===== config.mk =====
export PLATFORM = sky130hd
export DESIGN_NAME = frame_scrambler
export DESIGN_NICKNAME = d
export VERILOG_FILES = /design/src/rtl/frame_scrambler.sv
export SDC_FILE = /design/constraint.sdc
export NUM_CORES = 1
export LEC_CHECK = 0
export BUFFER_PORTS_ARGS = -buffer_cell sky130_fd_sc_hd__buf_2
export CAP_MARGIN = 20
export CORE_ASPECT_RATIO = 0.6
export CORE_MARGIN = 4
export CORE_UTILIZATION = 30
export CTS_CLUSTER_SIZE = 8
export DETAILED_ROUTE_END_ITERATION = 10
export PLACE_DENSITY = 0.52
export SYNTH_ARGS = -nofsm -noshare
export SYNTH_HDL_FRONTEND = slang
export SYNTH_SLANG_ARGS = --single-unit

===== constraint.sdc =====
create_clock -name clk -period 2.5 [get_ports clk]
set_input_delay 0.25 -clock clk [delete_from_list [all_inputs] [get_ports clk]]
set_output_delay 0.25 -clock clk [all_outputs]
set_load 0.02 [all_outputs]

===== src/rtl/frame_scrambler.sv =====
module frame_scrambler #(
  parameter int NUM_STS = 12,
  parameter int ROW_W   = 4,
  parameter int COL_W   = 11
) (
  input  logic             clk,
  input  logic             rst_n,
  input  logic             byte_vld_i,
  input  logic [ROW_W-1:0] row_i,
  input  logic [COL_W-1:0] col_i,
  input  logic             scr_dis_i,
  input  logic             stream_en_i,
  input  logic [7:0]       data_i,
  output logic [7:0]       data_o,
  output logic             vld_o
);
  localparam int OH_LAST = 3 * NUM_STS;
  localparam int RLD_COL = OH_LAST + 1;
  localparam logic [6:0] SEED = 7'h7F;

  // eight generator steps: {keystream byte, next state}
  function automatic logic [14:0] gen_byte(input logic [6:0] s);
    logic [6:0] t;
    logic [7:0] k;
    t = s;
    k = '0;
    for (int i = 0; i < 8; i++) begin
      k[7-i] = t[6];
      t = {t[5:0], t[6] ^ t[5]};
    end
    return {k, t};
  endfunction

  logic [6:0]  lfsr_q;
  logic [6:0]  cur_state;
  logic [14:0] gen;
  logic [7:0]  pre;
  logic        row1, oh_byte, rld_byte;

  assign row1      = (row_i == ROW_W'(1));
  assign oh_byte   = row1 && (col_i >= COL_W'(1)) && (col_i <= COL_W'(OH_LAST));
  assign rld_byte  = row1 && (col_i == COL_W'(RLD_COL));
  assign cur_state = rld_byte ? SEED : lfsr_q;
  assign gen       = gen_byte(cur_state);
  assign pre       = stream_en_i ? data_i : 8'hFF;

  always_ff @(posedge clk) begin
    if (!rst_n) begin
      lfsr_q <= SEED;
      data_o <= '0;
      vld_o  <= 1'b0;
    end else begin
      vld_o <= byte_vld_i;
      if (byte_vld_i) begin
        if (oh_byte) begin
          data_o <= pre;
        end else begin
          data_o <= scr_dis_i ? pre : (pre ^ gen[14:7]);
          lfsr_q <= gen[6:0];
        end
      end
    end
  end
endmodule



==> impl_metrics.ini <==
[floorplan]
die_area_mm2 = 0.004283
fp.dieW_um = 81.87
placementRows = 15
die_y_um = 52.32
core_mm2 = 0.003003
top_level_ports = 37
start_util = 0.3271

[logic_synthesis]
ys_warn_count = 0
yosys_most_used_dff = dfxtp_1
avgSynthCellArea_um2 = 9.266
synth_edf_count = 0
synth_seq_area_share = 0.3261
synthCells = 106
synth-async-reset-ratio = 0
synth-seq-cells = 16
syn_area_um2 = 982.2
syn-num-nets = 134
synth_cell_types = 38

[global_routing]
grt_overflow = 0
track_usage = 0.1281
grt_pass1_vias = 926
grt_max_degree = 18
antenna_found_initial = 0
grt_pass1_wl_mm = 4.133

[route]
highest-signal-layer = met4
wl_per_cell_um = 13.67
routedLengthMet1_mm = 1.324
drtIter0Drc = 37
vias = 963
detail_route.wirelength_mm = 2.515
antenna_left = 0
drc = 0
wl_met2_um = 996
dr.pass1.iters = 2
wl_met3_um = 177
via_per_inst = 5.234

[critical_path]
timing.rr.start = lfsr_q[5]
required_ns = 2.65
cp_data_arrival_time_ns = 1.85
cp_cell_sequence = buf_2 -> or3_1 -> nor4_2 -> o31a_1 -> and4_2 -> o31ai_2
r2r_cells = 3
start_kind = input port
worst_setup_path_end_kind = register
worstPathMaxFanout = 16
crit_type = in2reg
r2r_slack_ns = 1.38
cp_slowest_stage_delay_ns = 0.53
r2r-end = data_o[0]
cp_slowest_cell = o31a_1

[clocking]
cts_hold_buf = 0
cts_tree = done
clock-sinks = 16
clk_latency_ns = 0.25
clkTransAtPathRegs_ns = 0.06
htreeDepth = 1
clockRootBuffer = clkbuf_8
post_cts_resize_count = 0
max-clock-path-buffers = 2
cts_buffers = 3
post-cts-setup-buffers = 0

[run]
maxCapViolCount = 0

[placement]
routabilityCongestion = 0.7293
dp_hpwl_mm = 1.924
port_buffers = 36

[final_layout]
drive_gt1_frac = 0.3732
finish.utilization = 0.4158
syn2layout_area_growth_pct = 27.13
nNetsFinal = 171
final_common_cell = buf_2
diodes = 0
most-common-layout-cells = buf_2 (36), dfxtp_1 (16), nand2_1 (10)

[sta]
slew_headroom = 0.6175
slew_viol_final = 0
worst_pin_slew_ns = 0.5738
period_needed_ns = 1.704
rsz0062_at_grt = no
period_share = 0.6817
finalSetupViolations = 0
hold_viol_final = 0
fmax_mhz = 586.8
tns_ns = 0
finClkSkew_ns = 0.001207

[min_path]
worstHoldPathType = in2reg
holdCritStartpoint = rst_n
min_path_cells = 2
hold_path_end = lfsr_q[1]

[power]
leakage_nw = 0.5058
power.density_mw_per_mm2 = 556.8
ir_drop_uv = 215.8

[status]
outcome = finished, final reports clean
worst max-delay path, delay by kind of cell:
kind	cells	cell delay, ns
AND/OR/NAND/NOR	3	0.91
AO/OA/AOI/OAI	2	0.58
buffers and inverters	1	0.10
report_power, final:
part	total [mW]	internal (mW)	switching, mW	leakage (nW)
Sequential	0.307	0.280	0.0271	0.133
Clock	0.235	0.140	0.0951	0.0288
Combinational	0.154	0.0766	0.0769	0.344
Total	0.695	0.496	0.199	0.506
sequential cells by signal (all words and copies together), names as in the netlist:
name	cells
data_o	8
lfsr_q	7
vld_o	1
Yosys cell counts (all sizes together), types with 4 or more instances:
master	number	area, um2
buf	4	28.78
dfxtp	16	320.3
nand2	10	37.54
nand2b	8	50.05
o2111ai	5	43.79
o21a	5	37.54
o311a	5	52.55
o311ai	6	52.55
o31ai	4	35.03
o41a	5	56.30
xnor2	6	52.55
through the flow:
step / setup slack (ns) / area, um2 / std cells / total power, mW / hold WS, ns
global route: 0.6238 / 1249 / 184 / 0.7362 / 0.3412
global placement: 0.5661 / 1194 / 180 / 0.4620 / 0.4399
CTS: 0.7752 / 1249 / 184 / 0.7029 / 0.3200
floorplan: 0.8165 / 982.2 / 106 / 0.4115 / 0.5006
finish: 0.7958 / 1249 / 184 / 0.6953 / 0.3120
detailed placement: 0.5087 / 1194 / 180 / 0.4668 / 0.4433
cell type report:
cell class,instances,area (um2)
clock buffers,4,55.05
flip-flops and latches,16,320.3
multi-input cells,81,614.3
inverters,3,11.26
repair buffers,38,195.2
fillers,319,1754
well taps,42,52.55
per-layer routing:
layer,vias to the layer above,GRT usage
li1,488,-
met1,443,0.1778
met2,29,0.1783
met3,3,0.05498
met4,0,0.03315
met5,-,0
kinds of logic after synthesis:
family,share of synthesized area
AOI/OAI and AO/OA,0.3414
xor gates and xnor gates,0.07134
buffers and inverters,0.04841
DFF,0.3261
and+or+nand+nor,0.2127
worst max path at each step:
stage                         from        end  slack (ns)  cells past startpoint
after global placement    col_i[6]  data_o[2]        0.57                      5
after CTS                 col_i[6]  data_o[6]        0.78                      6
final                     col_i[1]  data_o[0]        0.80                      6
after global routing      col_i[1]  data_o[6]        0.62                      6
after detailed placement  col_i[6]  data_o[6]        0.51                      6
after floorplan           col_i[1]  data_o[5]        0.82                      6
(Power assumes the default switching activity.)
